`config.mk`:
```
export PLATFORM = sky130hd
export DESIGN_NAME = exc_entry_ctrl
export DESIGN_NICKNAME = d
export VERILOG_FILES = /design/src/rtl/exc_pkg.sv /design/src/rtl/exc_arb.sv /design/src/rtl/exc_status.sv /design/src/rtl/exc_seq.sv /design/src/rtl/exc_entry_ctrl.sv
export SDC_FILE = /design/constraint.sdc
export NUM_CORES = 1
export LEC_CHECK = 0
export CAP_MARGIN = 30
export CORE_AREA = 2 2 93 95
export DETAILED_ROUTE_END_ITERATION = 10
export DIE_AREA = 0 0 95 97
export DONT_BUFFER_PORTS = 1
export PLACE_DENSITY = 0.66
export SLEW_MARGIN = 20
export SYNTH_ARGS = -nofsm -noshare
export SYNTH_HDL_FRONTEND = slang
export SYNTH_SLANG_ARGS = --single-unit
export TNS_END_PERCENT = 20
```
`constraint.sdc`:
```
create_clock -name clk -period 4.7 [get_ports clk]
set_input_delay 0.705 -clock clk [delete_from_list [all_inputs] [get_ports clk]]
set_output_delay 0.705 -clock clk [all_outputs]
set_load 0.03 [all_outputs]
```
`src/rtl/exc_pkg.sv`:
```
package exc_pkg;
  localparam int CODE_W = 5;
  localparam int IRQ_W  = 8;
  localparam int ADDR_W = 32;

  localparam logic [CODE_W-1:0] C_INT  = 5'd0;
  localparam logic [CODE_W-1:0] C_TLBL = 5'd2;
  localparam logic [CODE_W-1:0] C_TLBS = 5'd3;

  typedef enum logic [1:0] {
    K_NONE  = 2'd0,
    K_RESET = 2'd1,
    K_SYNC  = 2'd2,
    K_IRQ   = 2'd3
  } trap_kind_e;

  typedef enum logic [1:0] {
    S_IDLE = 2'd0,
    S_ENT1 = 2'd1,
    S_ENT2 = 2'd2
  } seq_state_e;
endpackage

```
`src/rtl/exc_arb.sv`:
```
module exc_arb
  import exc_pkg::*;
#(
  parameter int N_IRQ = IRQ_W
) (
  input  logic             idle,
  input  logic             rst_req,
  input  logic             xreq_valid,
  input  logic             cur_ie,
  input  logic [N_IRQ-1:0] irq_lines,
  output trap_kind_e       kind,
  output logic             xreq_ready
);
  always_comb begin
    kind = K_NONE;
    if (idle) begin
      if (rst_req)                    kind = K_RESET;
      else if (xreq_valid)            kind = K_SYNC;
      else if (cur_ie && |irq_lines)  kind = K_IRQ;
    end
  end

  assign xreq_ready = idle && !rst_req;
endmodule

```
`src/rtl/exc_status.sv`:
```
module exc_status (
  input  logic       clk,
  input  logic       rst_n,
  input  logic       push,
  input  logic       clear,
  input  logic       pop,
  input  logic       we,
  input  logic [3:0] wdata,
  output logic       user_cur,
  output logic       ie_cur,
  output logic       user_prev,
  output logic       ie_prev
);
  always_ff @(posedge clk) begin
    if (!rst_n) begin
      user_cur  <= 1'b0;
      ie_cur    <= 1'b0;
      user_prev <= 1'b0;
      ie_prev   <= 1'b0;
    end else if (clear) begin
      user_cur  <= 1'b0;
      ie_cur    <= 1'b0;
      user_prev <= 1'b0;
      ie_prev   <= 1'b0;
    end else if (push) begin
      user_prev <= user_cur;
      ie_prev   <= ie_cur;
      user_cur  <= 1'b0;
      ie_cur    <= 1'b0;
    end else if (pop) begin
      user_cur  <= user_prev;
      ie_cur    <= ie_prev;
    end else if (we) begin
      ie_cur    <= wdata[0];
      user_cur  <= wdata[1];
      ie_prev   <= wdata[2];
      user_prev <= wdata[3];
    end
  end

  // a pop restores current bits from previous ones and keeps previous
  assert_pop_restores_R10: assert property (@(posedge clk) disable iff (!rst_n)
    (pop && !push && !clear) |=> (user_cur == $past(user_prev) && ie_cur == $past(ie_prev)
                                  && $stable(user_prev) && $stable(ie_prev)));

  // a push moves current into previous
  assert_push_saves_R4: assert property (@(posedge clk) disable iff (!rst_n)
    (push && !clear) |=> (user_prev == $past(user_cur) && ie_prev == $past(ie_cur)));
endmodule

```
`src/rtl/exc_seq.sv`:
```
module exc_seq
  import exc_pkg::*;
(
  input  logic clk,
  input  logic rst_n,
  input  logic start,
  output logic idle,
  output logic busy,
  output logic flush,
  output logic redirect
);
  seq_state_e st_q;

  always_ff @(posedge clk) begin
    if (!rst_n) st_q <= S_IDLE;
    else begin
      unique case (st_q)
        S_IDLE:  if (start) st_q <= S_ENT1;
        S_ENT1:  st_q <= S_ENT2;
        S_ENT2:  st_q <= S_IDLE;
        default: st_q <= S_IDLE;
      endcase
    end
  end

  assign idle     = (st_q == S_IDLE);
  assign busy     = !idle;
  assign flush    = (st_q == S_ENT1);
  assign redirect = (st_q == S_ENT2);

  // flush is followed by the redirect strobe in the next cycle
  assert_flush_then_redirect_R3: assert property (@(posedge clk) disable iff (!rst_n)
    flush |=> redirect);

  // redirect strobe lasts one cycle and ends the busy window
  assert_redirect_single_R3: assert property (@(posedge clk) disable iff (!rst_n)
    redirect |=> (!redirect && !busy));
endmodule

```
`src/rtl/exc_entry_ctrl.sv`:
```
module exc_entry_ctrl
  import exc_pkg::*;
#(
  parameter logic [31:0] RESET_VEC = 32'hBFC0_0000,
  parameter logic [31:0] UTLB_VEC  = 32'h8000_0000,
  parameter logic [31:0] GEN_VEC   = 32'h8000_0080
) (
  input  logic        clk,
  input  logic        rst_n,
  input  logic        rst_req,
  input  logic        xreq_valid,
  output logic        xreq_ready,
  input  logic [4:0]  xreq_code,
  input  logic [31:0] xreq_pc,
  input  logic [31:0] xreq_vaddr,
  input  logic [7:0]  irq_lines,
  input  logic [31:0] commit_pc,
  input  logic        eret,
  input  logic        st_we,
  input  logic [3:0]  st_wdata,
  output logic        busy,
  output logic        flush,
  output logic        redirect_valid,
  output logic [31:0] redirect_pc,
  output logic        stat_user,
  output logic        stat_ie,
  output logic        stat_user_prev,
  output logic        stat_ie_prev,
  output logic [31:0] epc,
  output logic [4:0]  cause_code,
  output logic [7:0]  cause_ip,
  output logic [31:0] badvaddr
);
  trap_kind_e kind;
  logic idle, start, is_reset, is_sync, is_irq, is_tlb;
  logic eret_ok, we_ok;
  logic [31:0] vec_d, vec_q;

  exc_seq u_seq (
    .clk(clk), .rst_n(rst_n), .start(start), .idle(idle),
    .busy(busy), .flush(flush), .redirect(redirect_valid)
  );

  exc_arb #(.N_IRQ(IRQ_W)) u_arb (
    .idle(idle), .rst_req(rst_req), .xreq_valid(xreq_valid),
    .cur_ie(stat_ie), .irq_lines(irq_lines), .kind(kind), .xreq_ready(xreq_ready)
  );

  assign start    = (kind != K_NONE);
  assign is_reset = (kind == K_RESET);
  assign is_sync  = (kind == K_SYNC);
  assign is_irq   = (kind == K_IRQ);
  assign is_tlb   = (xreq_code == C_TLBL) || (xreq_code == C_TLBS);
  assign eret_ok  = idle && !start && eret;
  assign we_ok    = idle && !start && !eret && st_we;

  exc_status u_status (
    .clk(clk), .rst_n(rst_n),
    .push(start && !is_reset), .clear(is_reset), .pop(eret_ok),
    .we(we_ok), .wdata(st_wdata),
    .user_cur(stat_user), .ie_cur(stat_ie),
    .user_prev(stat_user_prev), .ie_prev(stat_ie_prev)
  );

  always_comb begin
    if (is_reset)                       vec_d = RESET_VEC;
    else if (is_sync && is_tlb && stat_user) vec_d = UTLB_VEC;
    else                                vec_d = GEN_VEC;
  end

  always_ff @(posedge clk) begin
    if (!rst_n) begin
      vec_q      <= RESET_VEC;
      epc        <= '0;
      cause_code <= '0;
      cause_ip   <= '0;
      badvaddr   <= '0;
    end else if (start) begin
      vec_q <= vec_d;
      if (!is_reset) begin
        epc        <= is_irq ? commit_pc : xreq_pc;
        cause_code <= is_irq ? C_INT : xreq_code;
        cause_ip   <= irq_lines;
      end
      if (is_sync && is_tlb) badvaddr <= xreq_vaddr;
    end
  end

  assign redirect_pc = vec_q;

  // entering a handler leaves the core in kernel mode with interrupts off
  assert_entry_kernel_R4: assert property (@(posedge clk) disable iff (!rst_n)
    $rose(busy) |-> (!stat_user && !stat_ie));

  // no request is accepted while an entry is in progress
  assert_no_accept_busy_R11: assert property (@(posedge clk) disable iff (!rst_n)
    busy |-> !xreq_ready);

  // with interrupts disabled and no other request, nothing starts
  assert_irq_masked_R9: assert property (@(posedge clk) disable iff (!rst_n)
    (!busy && !stat_ie && !xreq_valid && !rst_req) |=> !busy);

  // bad address register changes only at the start of an entry
  assert_badva_hold_R8: assert property (@(posedge clk) disable iff (!rst_n)
    busy |=> $stable(badvaddr));
endmodule

```
* Word-level counts from Yosys, hierarchy flattened
Cells that the tools add are included.
** Storage, ports and cells
- Word-level logic and storage cells :: 66
- Input port bits :: 119
- Register bits after elaboration :: 115
- Memory bits (writable) :: 0
- Memory bits (read-only) :: 0
- Memories kept :: 0
- Bits in latches :: 0
** Cells by class
- Multiplexer cells :: 20
- Div/mod/pow operators :: 0
- Bitwise operators :: 2
- Shift-type cells :: 0
- $lt $le $gt $ge :: 0
- Add/sub/neg operators :: 0
- Eq/ne operators :: 9
- Multipliers :: 0
- Reductions and logical operators :: 25
** Operators by type and width (count)
- $mux 32 :: 1
- $mux 30 :: 1
- $eq 5x2->1 const B :: 2
- $mux 1 :: 10
- $mux 2 :: 5
- $logic_and 1x1->1 :: 9
- $mux 8 :: 1
- $reduce_or 8->1 :: 1
- $eq 2x2->1 const B :: 3
- $reduce_and 2->1 :: 3
- $reduce_bool 2->1 :: 3
- $logic_not 1->1 :: 5
- $mux 5 :: 1
- $eq 2x1->1 const B :: 2
- $ne 2x1->1 const B :: 2
- $pmux 2 s2 :: 1
- $reduce_or 3->1 :: 1
- $logic_not 2->1 :: 1
- $not 1->1 :: 2
- $reduce_or 2->1 :: 1
- $logic_or 1x1->1 :: 1

* Depth between registers and ports, before layout
Gate-level depths: netlist of run 1.
- Depth after elaboration :: 14
- Gate-level depth with buffers :: 7
- Depth with buffers taken out :: 5

* Modules after synthesis
A second synthesis of run 1 with hierarchy kept.
** Unflattened totals
- Cells, all modules :: 416
- Area total of the unflattened synthesis :: 3975.1 sq um
** Modules (own cells, without submodules)
- exc_entry_ctrl :: seq. area each 1581.5 sq um, area each 3617.2 sq um, times used 1, cells each 377
- exc_status :: seq. area each 80.1 sq um, area each 214.0 sq um, times used 1, cells each 22
- exc_seq :: seq. area each 40.0 sq um, area each 90.1 sq um, times used 1, cells each 8
- exc_arb :: seq. area each 0.0 sq um, area each 53.8 sq um, times used 1, cells each 9

* Least setup slack after synthesis of run 1
Ideal clock, no wire load.
- Path kind :: input to register
- Start point :: input port irq_lines[4]
- End point :: register epc[19]
- Data required time :: 4581 ps
- Path slack :: 2642 ps
- Arrival :: 1939 ps
- Stages on the path :: 5
- Cell sequence :: or4_4 o21ai_2 o21ai_4 buf_6 o221a_2
** On the way
- Word-level cells in the longest chain between the ends :: 9
** Ends and longest elaborated chain
- start, declared :: RTL line exc_entry_ctrl.sv:16 : input logic [7:0] irq_lines,
- $reduce_or 8->1 (*) :: RTL line exc_arb.sv:19 : else if (cur_ie && |irq_lines) kind = K_IRQ;
- $logic_and 1x1->1 (*) :: RTL line exc_arb.sv:19
- $mux 2 (*) :: RTL line exc_arb.sv:19
- $mux 2 (*) :: RTL line exc_arb.sv:18 : else if (xreq_valid) kind = K_SYNC;
- $mux 2 (*) :: RTL line exc_arb.sv:17 : if (rst_req) kind = K_RESET;
- $mux 2 (*) :: RTL line exc_arb.sv:16 : if (idle) begin
- $eq 2x1->1 :: RTL line exc_entry_ctrl.sv:50 : assign is_reset = (kind == K_RESET);
- $not 1->1 (no source line)
- $reduce_and 2->1 (no source line)
- end signal, assigned :: RTL line exc_entry_ctrl.sv:81 : epc <= is_irq ? commit_pc : xreq_pc;
- end, declared :: RTL line exc_entry_ctrl.sv:29 : output logic [31:0] epc,
Every way passes the cells marked *; elsewhere a longest branch is shown, timed or not.
A chain may end at the register's enable or synchronous reset.

* Worst setup path after layout of run 1
- Start point :: register u_seq.st_q[1]
- End point :: register epc[24]
** On the way
- Word-level cells in the longest chain between the ends :: 5
** Ends and longest elaborated chain
- start, declared :: RTL line exc_seq.sv:12 : seq_state_e st_q;
- start signal, assigned :: RTL line exc_seq.sv:15 : if (!rst_n) st_q <= S_IDLE;
- start signal, assigned :: RTL line exc_seq.sv:18 : S_IDLE: if (start) st_q <= S_ENT1;
- start signal, assigned :: RTL line exc_seq.sv:19 : S_ENT1: st_q <= S_ENT2;
- $logic_not 2->1 (*) :: RTL line exc_seq.sv:26 : assign idle = (st_q == S_IDLE);
- $mux 2 (*) :: RTL line exc_arb.sv:16
- $eq 2x1->1 :: RTL line exc_entry_ctrl.sv:50
- $not 1->1 (no source line)
- $reduce_and 2->1 (no source line)
Marked as above.

==> metrics.yaml, run 1 <==
cts_num_sinks: 85
synth_common_cells: "nand2_1 (99), dfxtp_1 (85), nor2_1 (53)"
wl_met3_um: 998
drtIter0Drc: 122
power_density_nw_per_um2: 412
crit_family: "simple AND/OR/NAND/NOR gates"
yosysTopAreaCell: "dfxtp_1"
syn_to_final_growth_pct: 3.00
antenna_left: 0
min_period_ns: 2.37
globalRoute.totalOverflow: 0
yosysMostFrequentCell: "nand2_1"
place_congestion: 0.841
grt_pass1_wl_mm: 13.9
final.period_utilization_pct: 50.4
diodes: 0
pwr-share-comb_pct: 9.5
crit_buf_inv: 1
final_nets: 534
crit_path_max_incr_delay_ns: 0.96
die-area_um2: 9220
pwr-share-seq_pct: 53.7
io_buffers: 0
setup_viol: 0
required_ns: 4.99
outcome: "finished, final reports clean"
worst_pin_slew_ns: 0.877
cts_setup_buffers: 0
ios: 236
final_max_slew_viol_count: 0
wl_per_cell_um: 17.6
final_area_um2: 3780
p_total_w: 0.00156
highest_layer: "met5"
die_w_um: 95
clkLatencyLatePin_ns: 0.35
drt_first_pass_iters: 4
synth_area_leaders: "dfxtp_1 (46%), nand2_1 (10%), o221a_2 (7.1%)"
placed_cell_area_um2: 3550
grt_use_total_pct: 19.2
post_cts_resized: 0
synth_cells: 439
power.share.clock_pct: 36.8
cp_data_arrival_time_ns: 2.66
synth_edf_count: 0
ys_types: 39
grt_max_degree: 46
slowest_stage: "or4b_1"
wl_met2_mm: 4.51
cts_tree: "built"
slew_headroom_pct: 41.6
synth_ff_type: "dfxtp_1"
holdCritPathClass: "flop to flop"
fmax_mhz: 423
worstSetupPathType: "flop to flop"
fill_cells: 798
hpwl_mm: 6.69
crit_path_start_kind: "flop"
antenna_found_initial: 1
p_leak_nw: 1.36
vias_per_cell: 5.61
num_rows: 33
rsz0062_at_grt: "false"
ys_warn_count: 0
wl_met1_mm: 3.52
synth_top_area_share_pct: 46.4
drc_errors: 0
dr_total_vias: 2943
numCtsBuffers: 9
cts.root.buffer_cell: "clkbuf_8"
grt_pass1_vias: 2816
synth_seq_area_share_pct: 46.4
critical_path.max_fanout: 45
hold_viol: 0
power.internal_w: 0.00110
p_sw_share_pct: 29.1
coreArea_um2: 8130
start_util_pct: 45.1
finalClockSkew_ns: 0.0147
power_switching_w: 0.000452
clock_path_buffers: 2
wirelength_mm: 9.23
htreeDepth: 3
drive_gt1_share_pct: 12.1
syn_avg_cell_area_um2: 8.35
critical_path.cell_chain: "or4b_1, o21ai_4, buf_4, o221a_2"
peakVddDrop_mv: 0.167
synth_area_um2: 3670
drv_cap: 0
tns_ns: 0
synthArstFlopShare_pct: 0
endpoint_kind: "flop"
path_clk_slew_ns: 0.09
cts_hold_buf: 0
die_h_um: 97
synth_seq_cells: 85
## cells in the final DEF, fill, tap and decap left out, types with 3 or more instances in the layout
| cell type | n |
|---|---|
| a21oi_1 | 36 |
| mux2i_1 | 8 |
| inv_1 | 4 |
| o22ai_1 | 10 |
| dfxtp_1 | 84 |
| nor2_1 | 53 |
| buf_4 | 4 |
| a22oi_1 | 9 |
| nand2_1 | 99 |
| o221a_2 | 23 |
| clkbuf_8 | 9 |
| conb_1 | 23 |
| nand3_1 | 6 |
| or3_1 | 3 |
| o21ai_0 | 12 |
| nor2b_1 | 4 |
## metal layers
metal  vias to the layer above  global-route usage [%]
met5                         -                       0
met1                      1353                    21.8
met2                       170                    32.5
met3                        20                    6.70
li1                       1398                       -
met4                         2                    7.69
## power by group through the flow
stage          logic, W  clock network (W)  registers, W
3_3_place_gp   0.000142                  0      0.000852
6_report       0.000148           0.000573      0.000835
5_1_grt        0.000162           0.000623      0.000840
3_5_place_dp   0.000148                  0      0.000852
4_1_cts        0.000148           0.000589      0.000835
2_1_floorplan  0.000157                  0      0.000846
## cell families after synthesis
kind of cell	count (synthesis)	share of synthesized area, %
multiplexers	8	2.18
AO/OA/AOI/OAI	100	19.7
AND/OR/NAND/NOR	178	20.8
flip-flops	85	46.4
other	2	0.205
buffers and inverters	66	10.7
## layout make-up
cell class | instances | area [µm²] | area share, %
inverters | 5 | 18.8 | 0.497
clock buffers | 10 | 128 | 3.38
clock inverters | 6 | 95.1 | 2.52
repair buffers | 5 | 50.0 | 1.32
flip-flops and latches | 85 | 1700 | 45.1
well taps | 105 | 131 | 3.48
multi-input cells | 309 | 1650 | 43.7
## per-stage QoR
stage	utilization (%)	cells	setup WS, ns	hold WS, ns
after floorplan	-	460	2.64	0.580
after global placement	43.5	508	2.15	0.428
after detailed placement	43.7	509	2.09	0.433
after CTS	46.4	525	2.34	0.453
after global routing	46.4	525	2.19	0.462
final	46.4	525	2.33	0.449
## worst paths after layout
kind                         from              end  slack (ns)  cells past startpoint
setup / recovery    u_seq.st_q[1]          epc[24]        2.33                      4
hold / removal    redirect_pc[28]  redirect_pc[28]        0.45                      1
setup reg to reg    u_seq.st_q[1]          epc[24]        2.33                      4
hold reg to reg   redirect_pc[28]  redirect_pc[28]        0.45                      1
## sequential cells by signal (all words and copies together) (netlist names)
name,cells
badvaddr,32
epc,32
cause_ip,8
cause_code,5
redirect_pc,2
u_seq.st_q,2
u_status.ie_cur,1
u_status.ie_prev,1
u_status.user_cur,1
u_status.user_prev,1
(Power assumes the default switching activity.)
==> inputs of run 2 (changes only) <==
clock period = 2.43 ns   (was 4.7 ns; I/O delays follow)
==> metrics.yaml, run 2 (synthesis gave the netlist of run 1 again) <==
worst_pin_slew_ns: 0.710  # -0.166 ns
drtIter0Drc: 121  # -0.82%
cts_num_sinks: 85  # unchanged
coreArea_um2: 8130  # unchanged
p_leak_nw: 1.37  # +0.76%
drt_first_pass_iters: 4  # unchanged
final_max_slew_viol_count: 0  # unchanged
cp_data_arrival_time_ns: 2.44  # -0.22 ns
required_ns: 2.71  # -2.28 ns
drive_gt1_share_pct: 12.7  # +0.59 points
wirelength_mm: 9.22  # -0.11%
antenna_found_initial: 1  # unchanged
peakVddDrop_mv: 0.323  # +93%
outcome: "finished, final reports clean"
hpwl_mm: 6.80  # +1.6%
layout_common_cells: "nand2_1 (99), dfxtp_1 (84), nor2_1 (53)"
drc_errors: 0  # unchanged
critical_path.max_fanout: 25  # -44%
path_clk_slew_ns: 0.09  # about the same
slew_headroom_pct: 52.6  # +11 points
finalClockSkew_ns: 0.0101  # -0.00458 ns
htreeDepth: 3  # unchanged
grt_pass1_wl_mm: 13.8  # -1.2%
start_util_pct: 45.1  # unchanged
fill_cells: 813  # +1.9%
holdCritPathClass: "input pin to flop"
rsz0062_at_grt: "false"
globalRoute.totalOverflow: 0  # unchanged
place_inst: 513  # +0.79%
ios: 236  # unchanged
worstSetupPathType: "flop to flop"
setup_viol: 0  # unchanged
io_buffers: 0  # unchanged
cts_hold_buf: 0  # unchanged
final.period_utilization_pct: 89.1  # +39 points
die_h_um: 97  # unchanged
clock_path_buffers: 2  # unchanged
wl_per_cell_um: 17.4  # -1.1%
hold_ws_ns: 0.150  # -0.299 ns
die_w_um: 95  # unchanged
hold_viol: 0  # unchanged
clkLatencyLatePin_ns: 0.34  # about the same
antenna_left: 0  # unchanged
fin_cells: 530  # +0.95%
post_cts_resized: 0  # unchanged
crit_path_start_kind: "flop"
power_density_nw_per_um2: 791  # +92%
tns_ns: 0  # unchanged
grt_max_degree: 43  # -6.5%
dr_total_vias: 2899  # -1.5%
final_nets: 538  # +0.75%
cts.root.buffer_cell: "clkbuf_8"
fmax_mhz: 462  # +9.3%
place_congestion: 0.817  # -2.8%
min_period_ns: 2.16  # -0.202 ns
syn_to_final_growth_pct: 3.34
cts_tree: "built"
cts_setup_buffers: 0  # unchanged
endpoint_kind: "flop"
biggestRegsByFlops: "badvaddr (32), epc (32), cause_ip (8)"
numCtsBuffers: 9  # unchanged
drv_cap: 0  # unchanged
vias_per_cell: 5.47  # -2.4%
grt_use_total_pct: 19.1  # -0.085 points
die-area_um2: 9220  # unchanged
grt_pass1_vias: 2723  # -3.3%
num_rows: 33  # unchanged
final_common_cell: "nand2_1"
==> run 2: stage by stage <==
step                      utilization (%)  worst slack [ns]  cell area [µm²]  total power, W
after floorplan                         -             0.713             3750         0.00194
after global placement               43.9             0.355             3570         0.00193
after detailed placement             43.9             0.296             3570         0.00194
after CTS                            46.6             0.283             3790         0.00303
after global routing                 46.6             0.149             3790         0.00313
final                                46.6             0.265             3790         0.00300
==> run 2: layout make-up <==
type | instances | area (µm²) | share of cell area [%]
Antenna cell | 1 | 2.50 | 0.0660
Clock buffer | 11 | 131 | 3.47
Clock inverter | 5 | 83.8 | 2.21
Inverter | 5 | 18.8 | 0.495
Multi-Input combinational cell | 309 | 1650 | 43.6
Sequential cell | 85 | 1700 | 44.9
Tap cell | 105 | 131 | 3.47
Timing Repair Buffer | 9 | 67.6 | 1.78
==> run 2: final timing paths <==
path / from / to / slack (ns) / cells past startpoint
setup / recovery: u_seq.st_q[1] / cause_ip[3] / 0.27 / 4
hold / removal: xreq_vaddr[0] / badvaddr[0] / 0.15 / 2
hold reg to reg: redirect_pc[28] / redirect_pc[28] / 0.45 / 1
setup reg to reg: u_seq.st_q[1] / cause_ip[3] / 0.27 / 4
==> run 2: report_power, final <==
group	switching, W	internal (W)
combinational	0.000200	0.0000911
sequential	0.000158	0.00145
clock	0.000510	0.000584
==> run 2: critical path: stages (launching register included) <==
cell     delay (ns)
dfxtp_1        0.39
or3_1          0.47
o21ai_4        0.61
buf_4          0.40
mux2i_1        0.22
==> run 2: routing by layer <==
metal / vias up / GRT usage (%) / wire length, µm / part of all wire, %
li1: 1405 / - / - / -
met5: - / 0 / 0 / 0
met4: 0 / 7.80 / 174 / 1.9
met1: 1322 / 21.0 / 3650 / 40
met2: 157 / 32.5 / 4430 / 48
met3: 15 / 7.32 / 956 / 10
==> inputs of run 3 (changes only) <==
BUFFER_PORTS_ARGS = -buffer_cell sky130_fd_sc_hd__buf_2   (was not set)
CORE_AREA = not set   (was 2 2 93 95)
CORE_MARGIN = 1.5   (was not set)
CORE_UTILIZATION = 42   (was not set)
DIE_AREA = not set   (was 0 0 95 97)
DONT_BUFFER_PORTS = not set   (was 1)
PLACE_DENSITY = 0.87   (was 0.66)
==> metrics.yaml, run 3 (synthesis gave the netlist of run 1 again) <==
outcome: "finished, final reports clean"
biggestRegsByFlops: "badvaddr (32), epc (32), cause_ip (8)"
htreeDepth: 3  # unchanged
power_density_nw_per_um2: 654  # -17%
worstSetupPathType: "flop to flop"
fmax_mhz: 499  # +8.1%
numCtsBuffers: 9  # unchanged
p_sw_share_pct: 28.7  # -0.26 points
grt_pass1_wl_mm: 14.8  # +7.3%
peakVddDrop_mv: 0.358  # +11%
p_leak_nw: 2.33  # +70%
path_clk_slew_ns: 0.09  # about the same
final.period_utilization_pct: 82.4  # -6.6 points
holdCritPathClass: "input pin to flop"
cts_tree: "built"
final_area_um2: 4870  # +29%
final_nets: 748  # +39%
power.internal_w: 0.00227  # +6.7%
post_cts_resized: 0  # unchanged
cts.root.buffer_cell: "clkbuf_8"
die_h_um: 96.4  # -0.58%
rsz0062_at_grt: "false"
regArea_um2: 1700  # about the same
min_period_ns: 2.00  # -0.162 ns
power_switching_w: 0.000915  # +5.4%
wl_per_cell_um: 13.6  # -22%
cts_setup_buffers: 0  # unchanged
grt_pass1_vias: 3324  # +22%
ios: 236  # unchanged
globalRoute.totalOverflow: 0  # unchanged
cts_num_sinks: 85  # unchanged
drive_gt1_share_pct: 41.6  # +29 points
clock_path_buffers: 2  # unchanged
setup_viol: 0  # unchanged
grt_use_total_pct: 20.2  # +1.1 points
critical_path.max_fanout: 24  # -4.0%
final_common_cell: "buf_2"
final_max_slew_viol_count: 0  # unchanged
drv_cap: 0  # unchanged
vias_per_cell: 5.03  # -8.0%
io_buffers: 212  # +212
num_rows: 33  # unchanged
tns_ns: 0  # unchanged
worst_pin_slew_ns: 0.693  # -0.0174 ns
power.share.clock_pct: 34.6  # -1.9 points
slew_headroom_pct: 53.6  # +1.1 points
clkLatencyLatePin_ns: 0.34  # about the same
p_total_w: 0.00319  # +6.3%
coreArea_um2: 8340  # +2.5%
cts_hold_buf: 0  # unchanged
drtIter0Drc: 183  # +51%
crit_path_start_kind: "flop"
place_congestion: 0.886  # +8.4%
fill_cells: 774  # -4.8%
grt_max_degree: 42  # -2.3%
layout_common_cells: "buf_2 (212), nand2_1 (99), dfxtp_1 (85)"
die-area_um2: 9300  # +0.93%
antenna_found_initial: 0  # -1
syn_to_final_growth_pct: 32.9
finalClockSkew_ns: 0.0189  # +0.00874 ns
start_util_pct: 44.0  # -1.1 points
dr_total_vias: 3719  # +28%
drc_errors: 0  # unchanged
diodes: 0  # -1
hold_viol: 0  # unchanged
cp_data_arrival_time_ns: 2.27  # -0.17 ns
endpoint_kind: "flop"
placed_cell_area_um2: 4650  # +30%
multi_input_area_um2: 1650  # unchanged
pwr-share-comb_pct: 18.6  # +8.9 points
pwr-share-seq_pct: 46.8  # -7.0 points
drt_first_pass_iters: 4  # unchanged
wirelength_mm: 10.0  # +8.9%
required_ns: 2.70  # about the same
hpwl_mm: 7.53  # +11%
antenna_left: 0  # unchanged
die_w_um: 96.4  # +1.5%
-- run 3: path summary, 6_finish.rpt --
| path | to | startpoint | slack, ns | depth (start not counted) |
|---|---|---|---|---|
| max | cause_ip[6] | u_seq.st_q[1] | 0.43 | 4 |
| min | badvaddr[16] | xreq_vaddr[16] | 0.25 | 3 |
| min reg2reg | badvaddr[26] | badvaddr[26] | 0.45 | 2 |
| max reg2reg | cause_ip[6] | u_seq.st_q[1] | 0.43 | 4 |
-- run 3: metal layers --
layer | GRT usage (%) | vias to the layer above | part of all wire (%)
met2 | 37.7 | 179 | 52
met1 | 22.3 | 1708 | 39
met4 | 5.19 | 0 | 0.50
li1 | - | 1828 | -
met3 | 5.79 | 4 | 8.0
met5 | 0 | - | 0
-- run 3: final cells by class --
| class | instances | area share [%] |
|---|---|---|
| multi-input cells | 309 | 33.9 |
| clock inverters | 5 | 1.72 |
| flip-flops and latches | 85 | 34.9 |
| repair buffers | 219 | 23.5 |
| well taps | 105 | 2.70 |
| clock buffers | 11 | 2.90 |
| inverters | 5 | 0.385 |
-- run 3: power by group through the flow --
| stage | Combinational, W | Clock (W) | Sequential [W] |
|---|---|---|---|
| floorplan | 0.000303 | 0 | 0.00164 |
| global placement | 0.000574 | 0 | 0.00152 |
| detailed placement | 0.000591 | 0 | 0.00152 |
| global route | 0.000636 | 0.00121 | 0.00150 |
| CTS | 0.000593 | 0.00114 | 0.00149 |
| finish | 0.000593 | 0.00110 | 0.00149 |
-- run 3: critical path, stage by stage, from the launching register on --
cell,delay [ns]
dfxtp_1,0.40
or3_1,0.48
o21ai_4,0.60
buf_16,0.24
mux2i_1,0.20
-- run 3: stage by stage --
stage	cells	hold WS (ns)	setup WS (ns)	utilization, %
final	739	0.253	0.427	58.4
after global routing	739	0.231	0.338	58.4
after CTS	739	0.234	0.433	58.4
after detailed placement	723	0.440	0.321	55.7
after global placement	722	0.435	0.150	55.4
after floorplan	460	0.495	0.713	-
